### config.mk
export PLATFORM = sky130hd
export DESIGN_NAME = mlb_frame_tx
export DESIGN_NICKNAME = d
export VERILOG_FILES = /design/src/rtl/mlb_pkg.sv /design/src/rtl/mlb_hold.sv /design/src/rtl/mlb_shifter.sv /design/src/rtl/mlb_frame_tx.sv
export SDC_FILE = /design/constraint.sdc
export NUM_CORES = 1
export LEC_CHECK = 0
export BUFFER_PORTS_ARGS = -buffer_cell sky130_fd_sc_hd__buf_2
export CAP_MARGIN = 40
export CORE_AREA = 2 2 56 79
export CTS_BUF_LIST = sky130_fd_sc_hd__clkbuf_2 sky130_fd_sc_hd__clkbuf_4 sky130_fd_sc_hd__clkbuf_8
export DETAILED_ROUTE_END_ITERATION = 7
export DIE_AREA = 0 0 58 81
export HOLD_SLACK_MARGIN = 0.08
export PLACE_DENSITY_LB_ADDON = 0.15
export SLEW_MARGIN = 0
export SYNTH_ARGS = -nofsm -noshare
export SYNTH_HDL_FRONTEND = slang
export SYNTH_SLANG_ARGS = --single-unit
### constraint.sdc
create_clock -name clk -period 5.7 [get_ports clk]
set_input_delay 1.14 -clock clk [delete_from_list [all_inputs] [get_ports clk]]
set_output_delay 1.14 -clock clk [all_outputs]
set_load 0.01 [all_outputs]
### src/rtl/mlb_pkg.sv
package mlb_pkg;
  typedef enum logic [2:0] {
    ST_IDLE  = 3'd0,
    ST_ARMED = 3'd1,
    ST_START = 3'd2,
    ST_DATA  = 3'd3,
    ST_STOP  = 3'd4
  } tx_state_e;
endpackage

### src/rtl/mlb_hold.sv
module mlb_hold #(
  parameter int DATA_W = 8
) (
  input  logic              clk,
  input  logic              rst_n,
  input  logic              push,
  input  logic [DATA_W-1:0] push_data,
  input  logic              pop,
  output logic              valid,
  output logic [DATA_W-1:0] data
);
  logic              valid_q, valid_n;
  logic [DATA_W-1:0] data_q, data_n;

  always_comb begin
    valid_n = valid_q;
    data_n  = data_q;
    if (push) begin
      valid_n = 1'b1;
      data_n  = push_data;
    end else if (pop) begin
      valid_n = 1'b0;
    end
  end

  always_ff @(posedge clk or negedge rst_n) begin
    if (!rst_n) begin
      valid_q <= 1'b0;
      data_q  <= '0;
    end else begin
      valid_q <= valid_n;
      data_q  <= data_n;
    end
  end

  assign valid = valid_q;
  assign data  = data_q;

  // a buffered byte is neither lost nor altered before it is taken
  a_r5_hold_kept: assert property (@(posedge clk) disable iff (!rst_n)
    (valid_q && !pop) |=> (valid_q && $stable(data_q)));
endmodule

### src/rtl/mlb_shifter.sv
module mlb_shifter #(
  parameter int DATA_W = 8
) (
  input  logic              clk,
  input  logic              rst_n,
  input  logic              load,
  input  logic [DATA_W-1:0] load_data,
  input  logic              shift,
  output logic              cur_bit,
  output logic              next_bit,
  output logic              last
);
  localparam int CNT_W = $clog2(DATA_W);

  logic [DATA_W-1:0] sh_q, sh_n;
  logic [CNT_W-1:0]  cnt_q, cnt_n;

  always_comb begin
    sh_n  = sh_q;
    cnt_n = cnt_q;
    if (load) begin
      sh_n  = load_data;
      cnt_n = CNT_W'(DATA_W - 1);
    end else if (shift) begin
      sh_n  = {sh_q[DATA_W-2:0], 1'b0};
      cnt_n = cnt_q - 1'b1;
    end
  end

  always_ff @(posedge clk or negedge rst_n) begin
    if (!rst_n) begin
      sh_q  <= '0;
      cnt_q <= '0;
    end else begin
      sh_q  <= sh_n;
      cnt_q <= cnt_n;
    end
  end

  assign cur_bit  = sh_q[DATA_W-1];
  assign next_bit = sh_q[DATA_W-2];
  assign last     = (cnt_q == '0);

  // a byte is never reloaded and advanced on the same edge
  a_r3_load_xor_shift: assert property (@(posedge clk) disable iff (!rst_n)
    load |-> !shift);
endmodule

### src/rtl/mlb_frame_tx.sv
module mlb_frame_tx #(
  parameter int DATA_W      = 8,
  parameter int MAX_BYTES   = 3,
  parameter int STOP_HALVES = 4
) (
  input  logic                                 clk,
  input  logic                                 rst_n,
  input  logic                                 half_tick,
  input  logic                                 in_valid,
  output logic                                 in_ready,
  input  logic [DATA_W-1:0]                    in_data,
  input  logic [$clog2(MAX_BYTES+1)-1:0]       in_len,
  output logic                                 line,
  output logic                                 busy,
  output logic                                 done,
  output logic                                 underrun
);
  import mlb_pkg::*;

  localparam int LEN_W = $clog2(MAX_BYTES + 1);
  localparam int SC_W  = $clog2(STOP_HALVES);

  tx_state_e         state_q, state_n;
  logic              ph_q, ph_n;
  logic              line_q, line_n;
  logic [LEN_W-1:0]  left_q, left_n;
  logic [SC_W-1:0]   stop_q, stop_n;
  logic              udr_q, udr_n;
  logic              done_q, done_n;

  logic              sh_load, sh_shift, sh_cur, sh_next, sh_last;
  logic [DATA_W-1:0] sh_ld_data;
  logic              hold_push, hold_pop, hold_valid;
  logic [DATA_W-1:0] hold_data;

  assign in_ready  = (state_q == ST_IDLE) || ((left_q != '0) && !hold_valid);
  assign hold_push = in_valid && in_ready && (state_q != ST_IDLE);

  mlb_hold #(.DATA_W(DATA_W)) u_hold (
    .clk(clk), .rst_n(rst_n), .push(hold_push), .push_data(in_data),
    .pop(hold_pop), .valid(hold_valid), .data(hold_data)
  );

  mlb_shifter #(.DATA_W(DATA_W)) u_shift (
    .clk(clk), .rst_n(rst_n), .load(sh_load), .load_data(sh_ld_data),
    .shift(sh_shift), .cur_bit(sh_cur), .next_bit(sh_next), .last(sh_last)
  );

  always_comb begin
    state_n    = state_q;
    ph_n       = ph_q;
    line_n     = line_q;
    left_n     = left_q;
    stop_n     = stop_q;
    udr_n      = udr_q;
    done_n     = 1'b0;
    sh_load    = 1'b0;
    sh_shift   = 1'b0;
    sh_ld_data = in_data;
    hold_pop   = 1'b0;
    case (state_q)
      ST_IDLE: begin
        if (in_valid) begin
          sh_load = 1'b1;
          left_n  = (in_len == '0) ? '0 : LEN_W'(in_len - 1'b1);
          udr_n   = 1'b0;
          state_n = ST_ARMED;
        end
      end
      ST_ARMED: begin
        if (half_tick) begin
          line_n  = 1'b0;
          ph_n    = 1'b0;
          state_n = ST_START;
        end
      end
      ST_START: begin
        if (half_tick) begin
          if (!ph_q) begin
            line_n = 1'b1;
            ph_n   = 1'b1;
          end else begin
            line_n  = ~sh_cur;
            ph_n    = 1'b0;
            state_n = ST_DATA;
          end
        end
      end
      ST_DATA: begin
        if (half_tick) begin
          if (!ph_q) begin
            line_n = sh_cur;
            ph_n   = 1'b1;
          end else if (!sh_last) begin
            sh_shift = 1'b1;
            line_n   = ~sh_next;
            ph_n     = 1'b0;
          end else if ((left_q != '0) && hold_valid) begin
            sh_load    = 1'b1;
            sh_ld_data = hold_data;
            hold_pop   = 1'b1;
            left_n     = left_q - 1'b1;
            line_n     = ~hold_data[DATA_W-1];
            ph_n       = 1'b0;
          end else begin
            udr_n   = (left_q != '0);
            left_n  = '0;
            line_n  = 1'b1;
            stop_n  = '0;
            state_n = ST_STOP;
          end
        end
      end
      ST_STOP: begin
        if (half_tick) begin
          if (stop_q == SC_W'(STOP_HALVES - 1)) begin
            done_n  = 1'b1;
            state_n = ST_IDLE;
          end else begin
            stop_n = stop_q + 1'b1;
          end
        end
      end
      default: state_n = ST_IDLE;
    endcase
  end

  always_ff @(posedge clk or negedge rst_n) begin
    if (!rst_n) begin
      state_q <= ST_IDLE;
      ph_q    <= 1'b0;
      line_q  <= 1'b1;
      left_q  <= '0;
      stop_q  <= '0;
      udr_q   <= 1'b0;
      done_q  <= 1'b0;
    end else begin
      state_q <= state_n;
      ph_q    <= ph_n;
      line_q  <= line_n;
      left_q  <= left_n;
      stop_q  <= stop_n;
      udr_q   <= udr_n;
      done_q  <= done_n;
    end
  end

  assign line     = line_q;
  assign busy     = (state_q != ST_IDLE);
  assign done     = done_q;
  assign underrun = udr_q;

  // every data bit has a level change at its midpoint
  a_r1_mid_edge: assert property (@(posedge clk) disable iff (!rst_n)
    (half_tick && state_q == ST_DATA && !ph_q) |=> (line_q != $past(line_q)));
  // the first half of the start bit is low
  a_r2_start_low: assert property (@(posedge clk) disable iff (!rst_n)
    (half_tick && state_q == ST_ARMED) |=> !line_q);
  // the end-of-frame pulse lasts one clock
  a_r6_done_single: assert property (@(posedge clk) disable iff (!rst_n)
    done_q |=> !done_q);
  // the line is high whenever no frame is in progress
  a_r7_idle_high: assert property (@(posedge clk) disable iff (!rst_n)
    (state_q == ST_IDLE) |-> line_q);
  // the line only moves on a tick
  a_r9_tick_gated: assert property (@(posedge clk) disable iff (!rst_n)
    !half_tick |=> $stable(line_q));
  // no byte is taken during the stop periods
  a_r10_no_take_in_stop: assert property (@(posedge clk) disable iff (!rst_n)
    (state_q == ST_STOP) |-> !in_ready);
endmodule

==> qor.csv, run 1 <==
metric,value,unit
wl_per_cell,16.4,um
ios,19,
worst_r2r_path_depth,4,
synth_edf_count,0,
drt_wl_total,3550,um
finClkSkew,0.0100,ns
period_minus_slack,2.72,ns
cp.required,5.87,ns
p_per_area,485,nW/um2
crit_type,input pin to flip-flop,
critPathArrivalTime,2.89,ns
grt_use_total,17.4,%
antenna_left,0,
start_util,42.5,%
pwr-share-clk,19.0,%
final_layout_size_suffix_gt1_share,33.1,%
grt_util_met3,3.50,%
placed_area,1820,um2
syn-num-nets,171,
cts_buffers,5,
intPower,589,uW
gr-usage-met1,21.1,%
synth_warnings,0,
first_pass_iters,4,
numClockSinks,31,
overflow,0,
final_area,1910,um2
die_w,58,um
hold_viol,0,
clock_latency,0.29,ns
grt_pass1_wl,6200,um
worstHoldStart,u_hold.data[5]$_DFFE_PN0P_,
ctsLongestPathBuffers,2,
min_to,u_hold.data[5]$_DFFE_PN0P_,
antenna_found_initial,0,
dpl.hpwl,2580,um
gp_congestion,0.819,
synth.area.top_cells,"dfrtp_1 (43%), mux2_2 (12%), ha_1 (2.9%)",
ys_seq_area_share,44.9,%
p_sw_share,36.2,%
routed_via_density,5.84,
netlist.area_leader.share,43.4,%
ys_ff_latch,31,
grt_max_degree,32,
clk_pin_slew_worst_paths,0.06,ns
end_kind,flip-flop,
synth_cells,153,
cts_tree,built,
h-tree-depth,2,
run_status,finished clean,
yosysMostFrequentCell,dfrtp_1,
synth_top_area_cell,dfrtp_1,
io_buffers,18,
post_cts_buffers,0,
drc,0,
ys_top_cells_by_count,"dfrtp_1 (30), mux2_2 (18), nand2_1 (10), o21ai_0 (8), inv_1 (7)",
setup_viol,0,
rsz0062_at_grt,no,
cts_hold_buf,0,
hp-class,flip-flop to flip-flop,
cts_resized,0,
fmax,0.368,GHz
ys_types,54,
switching_power,335,uW
ys.flop_type,dfrtp_1,
r2r_slack,3.32,ns
grt_pass1_vias,1288,
fp.dieH,81,um
slew_violations,0,
min_path_cells,1,
pwr-share-seq,42.8,%
dieArea,4700,um2
nets,189,
clockRootBuffer,clkbuf_8,
vias,1268,
relSlewSlack,46.6,%
utilization,46.9,%
syn_area,1730,um2
syn_avg_cell_area,11.3,um2
ys_async_sr_fraction,100,%
crit_fanout,13,
timing.final.crit_share,47.7,%
worstMarginPinSlew,0.797,ns
area_growth_syn_to_layout,10.3,%
drtIter0Drc,26,
top_usage_layer,met2,
r2r_start,state_q[1]$_DFFE_PN0P_,
num_antenna_cells,0,
ir_drop,0.260,mV
power_frac_comb,38.2,%
setup_tns,0,ns
cp-start-kind,input pin,
core_area,4060,um2
p_leak,0.825,nW
num_rows,28,
drv_cap,0,
r2r_end,u_shift.sh_q[4]$_DFFE_PN0P_,
met2_usage,28.9,%
per-layer routing:
layer / wire (um) / part of all wire [%]
met5: 0 / 0
met4: 106 / 3.0
met3: 128 / 3.6
met2: 1780 / 50
met1: 1540 / 43
logic make-up (layout without fill, tap and decap cells):
group,Yosys count,in the layout,share of synthesized area [%]
buffers and inverters,14,33,4.85
multiplexers,20,20,13.2
AO/OA/AOI/OAI,39,39,17.2
AND/OR/NAND/NOR,43,43,16.0
adder cells (fa/ha/maj),4,4,2.89
flip-flops,31,31,44.9
XOR/XNOR,2,2,1.01
flip-flops by register name, summed over array words and instances (netlist names):
signal and cells:
u_hold.valid 1, line 1, underrun 1, u_hold.data 8, done 1, stop_q 2, ph_q 1, left_q 2
state_q 3, u_shift.sh_q 8, u_shift.cnt_q 3
cell type report:
cell class | count | area (um2)
clock buffer | 7 | 83.8
clock inverter | 1 | 5.00
fill | 392 | 2160
inverter | 7 | 26.3
multi-input combinational | 108 | 868
sequential | 31 | 777
tap | 45 | 56.3
timing repair buffer | 18 | 90.1
critical path, cell delays in order:
cell     delay, ns
buf_2         0.13
nor4b_4       0.67
mux2_2        0.42
mux2_2        0.26
mux2_2        0.26
worst max path at each step:
stage                                        to  cells past startpoint      start
finish              u_shift.sh_q[4]$_DFFE_PN0P_                      5   in_valid
global route        u_shift.sh_q[4]$_DFFE_PN0P_                      5   in_valid
CTS                 u_shift.sh_q[4]$_DFFE_PN0P_                      5   in_valid
detailed placement  u_shift.sh_q[3]$_DFFE_PN0P_                      5   in_valid
global placement    u_shift.sh_q[4]$_DFFE_PN0P_                      5   in_valid
floorplan           u_shift.sh_q[3]$_DFFE_PN0P_                      5  half_tick
power by group through the flow:
stage / Sequential, mW / Clock, mW / Combinational [mW]
final: 0.395 / 0.176 / 0.353
after global routing: 0.409 / 0.192 / 0.402
after CTS: 0.395 / 0.183 / 0.358
after detailed placement: 0.399 / 0 / 0.356
after global placement: 0.396 / 0 / 0.346
after floorplan: 0.367 / 0 / 0.305
stage by stage:
step                setup WS (ns)  power [mW]  hold slack, ns  instances
finish                       2.98       0.924           0.505        217
detailed placement           2.70       0.755           0.494        209
CTS                          2.99       0.937           0.508        217
global placement             2.76       0.742           0.486        209
global route                 2.93        1.00           0.529        217
floorplan                    3.30       0.672           0.467        153
cell usage in the layout (no fill, tap or decap), drive strengths merged, types with 2 or more instances in the layout:
| cell type | Yosys | layout |
|---|---|---|
| dfrtp | 30 | 30 |
| nand2b | 2 | 2 |
| a32o | 2 | 2 |
| nor2b | 2 | 2 |
| buf | 5 | 18 |
| a22oi | 4 | 4 |
| inv | 7 | 7 |
| ha | 4 | 4 |
| a2bb2oi | 3 | 3 |
| and2 | 2 | 2 |
| a21oi | 5 | 5 |
| a31oi | 2 | 2 |
| nand3 | 4 | 4 |
| mux2 | 19 | 19 |
| nand3b | 2 | 2 |
| nand4 | 2 | 2 |
| nor3b | 2 | 2 |
| nor2 | 4 | 4 |
| o211ai | 2 | 2 |
| nand2 | 10 | 10 |
| nor3 | 3 | 3 |
| clkbuf | 2 | 7 |
| and2b | 2 | 2 |
| o21ai | 8 | 8 |
Note: power is estimated with default switching activity, not from simulation.
==> inputs of run 2 (changes only) <==
Clock period 5.7 ns to 2.35 ns, I/O delays scaled along.
==> run 2 against run 1 <==
  * Non-clock buffer count is 4 higher
  * Critical endpoint is now u_shift.sh_q[6]$_DFFE_PN0P_
  * Routed wire length grew 3.8%
  * Combinational power up 150%
  * Clock skew fell by 0.0026 ns
  * Via count is 1.3% higher
==> qor.csv, run 2 (same netlist as run 1, synthesis figures left out) <==
metric,value,unit
timing.final.crit_share,87.7,%
cp_top_family,multiplexers,
clk_pin_slew_worst_paths,0.07,ns
cts_resized,0,
clockRootBuffer,clkbuf_8,
setup_tns,0,ns
grt_pass1_wl,6230,um
whs,0.229,ns
wl_met2,1910,um
grt_use_total,17.7,%
dieArea,4700,um2
numClockSinks,31,
fmax,0.485,GHz
hold_viol,0,
die_w,58,um
first_pass_iters,4,
io_buffers,18,
power,2.30,mW
vias,1285,
period_minus_slack,2.06,ns
finClkSkew,0.00746,ns
run_status,finished clean,
relSlewSlack,53.1,%
worstMarginPinSlew,0.704,ns
drtIter0Drc,68,
start_util,42.5,%
crit_type,flip-flop to flip-flop,
layout_commonest_cell,dfrtp_1,
drc,0,
fp.dieH,81,um
cp.required,2.52,ns
critPathArrivalTime,2.23,ns
num_antenna_cells,0,
drv_cap,0,
critPathBufInv,0,
routed_via_density,5.81,
clock_latency,0.29,ns
dpl.hpwl,2710,um
ir_drop,0.694,mV
end_kind,flip-flop,
post_cts_buffers,0,
final_layout_size_suffix_gt1_share,34.7,%
ios,19,
rsz0062_at_grt,no,
cp_common_cell,mux2_2,
num_rows,28,
overflow,0,
gp_congestion,0.780,
setup_viol,0,
placed_area,1850,um2
cts_tree,built,
cpMaxStageDelayCell,dfrtp_1,
dr_wl_met3,125,um
final_area,1950,um2
crit_fanout,14,
core_area,4060,um2
drt_wl_total,3690,um
p_per_area,1180,nW/um2
hp-class,input pin to asynchronous set/reset pin,
grt_max_degree,32,
antenna_left,0,
antenna_found_initial,0,
p_leak,0.848,nW
cts_buffers,5,
highest_layer,met4,
layout_common_cells,"dfrtp_1 (30), mux2_2 (18), buf_2 (18)",
nets,193,
grt_pass1_vias,1316,
fillers,385,
utilization,48.0,%
slew_violations,0,
ctsLongestPathBuffers,2,
crit_chain,nor4b_4 > mux2_2 > mux2_2 > mux2_2,
cp-start-kind,flip-flop,
wl_per_cell,16.7,um
area_growth_syn_to_layout,12.9,%
h-tree-depth,2,
max_stage_delay,0.54,ns
wl_met1,1610,um
cts_hold_buf,0,
run 2: cell count changes in the layout (fill, tap and decap cells not counted), sizes merged:
cell,previous run,this run
clkinv,1,0
buf,18,22
clkinvlp,0,1
run 2: final timing paths:
path | from | to | cells after the start | slack, ns
max | state_q[1]$_DFFE_PN0P_ | u_shift.sh_q[6]$_DFFE_PN0P_ | 4 | 0.29
min | rst_n | left_q[1]$_DFFE_PN0P_ | 1 | 0.23
max reg2reg | state_q[1]$_DFFE_PN0P_ | u_shift.sh_q[6]$_DFFE_PN0P_ | 4 | 0.29
min reg2reg | u_hold.data[6]$_DFFE_PN0P_ | u_hold.data[6]$_DFFE_PN0P_ | 1 | 0.51
max in group asynchronous | rst_n | u_shift.sh_q[1]$_DFFE_PN0P_ | 1 | 1.66
min in group clk | in_data[6] | u_hold.data[6]$_DFFE_PN0P_ | 2 | 0.43
run 2: layout make-up:
cell class	count	area [um2]	area share, %
Clock buffer	7	96.3	4.94
Clock inverter	1	7.51	0.385
Inverter	7	26.3	1.35
Multi-Input combinational cell	108	868	44.5
Sequential cell	31	777	39.8
Tap cell	45	56.3	2.88
Timing Repair Buffer	22	120	6.15
run 2: worst reg2reg max path, stage by stage, from the launching register on:
cell and delay (ns):
dfrtp_1 0.54, nor4b_4 0.49, mux2_2 0.39, mux2_2 0.27
mux2_2 0.27
run 2: through the flow:
| step | std cells | worst slack (ns) |
|---|---|---|
| global placement | 213 | 0.336 |
| finish | 221 | 0.289 |
| detailed placement | 213 | 0.298 |
| global route | 221 | 0.189 |
| CTS | 221 | 0.284 |
| floorplan | 153 | 0.516 |
run 2: layer usage:
| layer | vias to the layer above | global-route usage, % |
|---|---|---|
| met5 | - | 0 |
| met4 | 0 | 5.58 |
| met3 | 5 | 4.78 |
| met2 | 23 | 30.9 |
| met1 | 643 | 20.9 |
| li1 | 614 | - |
run 2: power breakdown:
group	internal (mW)	leakage [nW]	switching [mW]
sequential	0.765	0.364	0.192
clock	0.266	0.0505	0.204
combinational	0.443	0.434	0.434
total	1.47	0.848	0.830
==> inputs of run 3 (changes only) <==
Settings changed: CAP_MARGIN 40 to unset, GPL_TIMING_DRIVEN set to 0.
==> run 3 against run 2 <==
  * Clock-buffer cell count did not move
  * Maximum frequency rose by 0.16%
  * Die area did not move
  * Final area rose by 0.38%
  * Core utilization rose by 0.18 points
  * Sequential power fell by 3.6%
  * Final cell count rose by 0.90%
  * Critical endpoint is now u_shift.sh_q[4]$_DFFE_PN0P_
  * Largest cell class unchanged
  * Highest routed layer unchanged
==> qor.csv, run 3 (same netlist as run 1, synthesis figures left out) <==
metric,value,unit
multi_input_area,868,um2
p_per_area,1170,nW/um2
fmax,0.486,GHz
grt_use_total,17.9,%
die_w,58,um
critPathBufInv,1,
cp_top_family,simple AND/OR/NAND/NOR gates,
whs,0.216,ns
finClkSkew,0.00336,ns
cpMaxStageDelayCell,o21bai_2,
crit_chain,inv_1 > ha_1 > and2b_2 > nor2_1 > o21bai_2 > mux2_2,
cts_hold_buf,0,
clk_pin_slew_worst_paths,0.07,ns
start_util,42.5,%
setup_tns,0,ns
fin_ws,0.292,ns
core_area,4060,um2
drt_wl_total,3660,um
run_status,finished clean,
antenna_left,0,
cts_buffers,5,
clockRootBuffer,clkbuf_8,
cts_resized,0,
timing.final.crit_share,87.6,%
wl_met2,1880,um
r2r_start,left_q[0]$_DFFE_PN0P_,
clock_latency,0.29,ns
grt_pass1_vias,1291,
layout_common_cells,"dfrtp_1 (30), mux2_2 (18), buf_2 (18)",
highest_layer,met4,
area_growth_syn_to_layout,13.3,%
hp-class,input pin to asynchronous set/reset pin,
gp_congestion,0.810,
drv_cap,0,
ios,19,
numClockSinks,31,
fillers,383,
worst_r2r_path_depth,6,
fp.dieH,81,um
crit_fanout,8,
period_minus_slack,2.06,ns
cp.required,2.52,ns
power,2.30,mW
final_layout_size_suffix_gt1_share,34.3,%
p_leak,0.850,nW
drtIter0Drc,54,
layout_commonest_cell,dfrtp_1,
ir_drop,0.612,mV
ctsLongestPathBuffers,2,
drc,0,
rsz0062_at_grt,no,
r2r_end,u_shift.sh_q[4]$_DFFE_PN0P_,
r2r_slack,0.29,ns
num_rows,28,
nets,195,
placed_area,1870,um2
dr_wl_met3,148,um
crit_type,flip-flop to flip-flop,
hold_viol,0,
wl_per_cell,16.4,um
io_buffers,17,
dpl.hpwl,2550,um
grt_pass1_wl,6170,um
seqCellArea,777,um2
cp-start-kind,flip-flop,
num_antenna_cells,0,
critPathArrivalTime,2.23,ns
wl_met1,1550,um
max_stage_delay,0.45,ns
vias,1290,
final_area,1960,um2
post_cts_buffers,0,
antenna_found_initial,0,
first_pass_iters,4,
cts_tree,built,
dieArea,4700,um2
worstMarginPinSlew,0.770,ns
setup_viol,0,
routed_via_density,5.78,
slew_violations,0,
place_ws,0.289,ns
h-tree-depth,2,
relSlewSlack,48.3,%
grt_max_degree,32,
end_kind,flip-flop,
overflow,0,
run 3: worst max path at each step:
stage                                             from                           to  slack (ns)  cells past startpoint
final                            left_q[0]$_DFFE_PN0P_  u_shift.sh_q[4]$_DFFE_PN0P_        0.29                      6
after CTS                        left_q[0]$_DFFE_PN0P_  u_shift.sh_q[4]$_DFFE_PN0P_        0.28                      6
after detailed placement         left_q[0]$_DFFE_PN0P_  u_shift.sh_q[4]$_DFFE_PN0P_        0.29                      6
after global placement           left_q[0]$_DFFE_PN0P_  u_shift.sh_q[7]$_DFFE_PN0P_        0.31                      6
after floorplan                 state_q[2]$_DFFE_PN0P_  u_shift.sh_q[3]$_DFFE_PN0P_        0.52                      5
after global routing      u_shift.cnt_q[0]$_DFFE_PN0P_  u_shift.sh_q[2]$_DFFE_PN0P_        0.13                      6
run 3: worst register-to-register path: cells and delay by family (launching register included):
kind            cells  cell delay (ns)
buf+inv             1             0.05
compound gates      1             0.45
fa+ha+maj           1             0.24
flops               1             0.36
simple gates        2             0.45
mux                 1             0.39
run 3: layout make-up:
type,count,share of cell area [%]
multi-input cells,108,44.3
flip-flops and latches,31,39.7
repair buffers,17,4.34
clock buffers,7,4.28
plain buffers,7,2.94
well taps,45,2.87
inverters,7,1.34
clock inverters,1,0.255
run 3: metrics by stage:
stage,utilization (%),std cells
after global routing,48.2,223
final,48.2,223
after CTS,48.2,223
after detailed placement,46.0,215
after global placement,46.0,215
after floorplan,-,153
run 3: per-layer routing:
metal	vias to the layer above	track usage, %
li1	622	-
met1	630	19.9
met2	32	30.3
met3	6	4.30
met4	0	10.9
met5	-	0
run 3: where the power goes:
| part | total (mW) | internal [mW] | switching (mW) |
|---|---|---|---|
| clock | 0.440 | 0.231 | 0.209 |
| sequential | 0.923 | 0.766 | 0.158 |
| combinational | 0.934 | 0.464 | 0.469 |
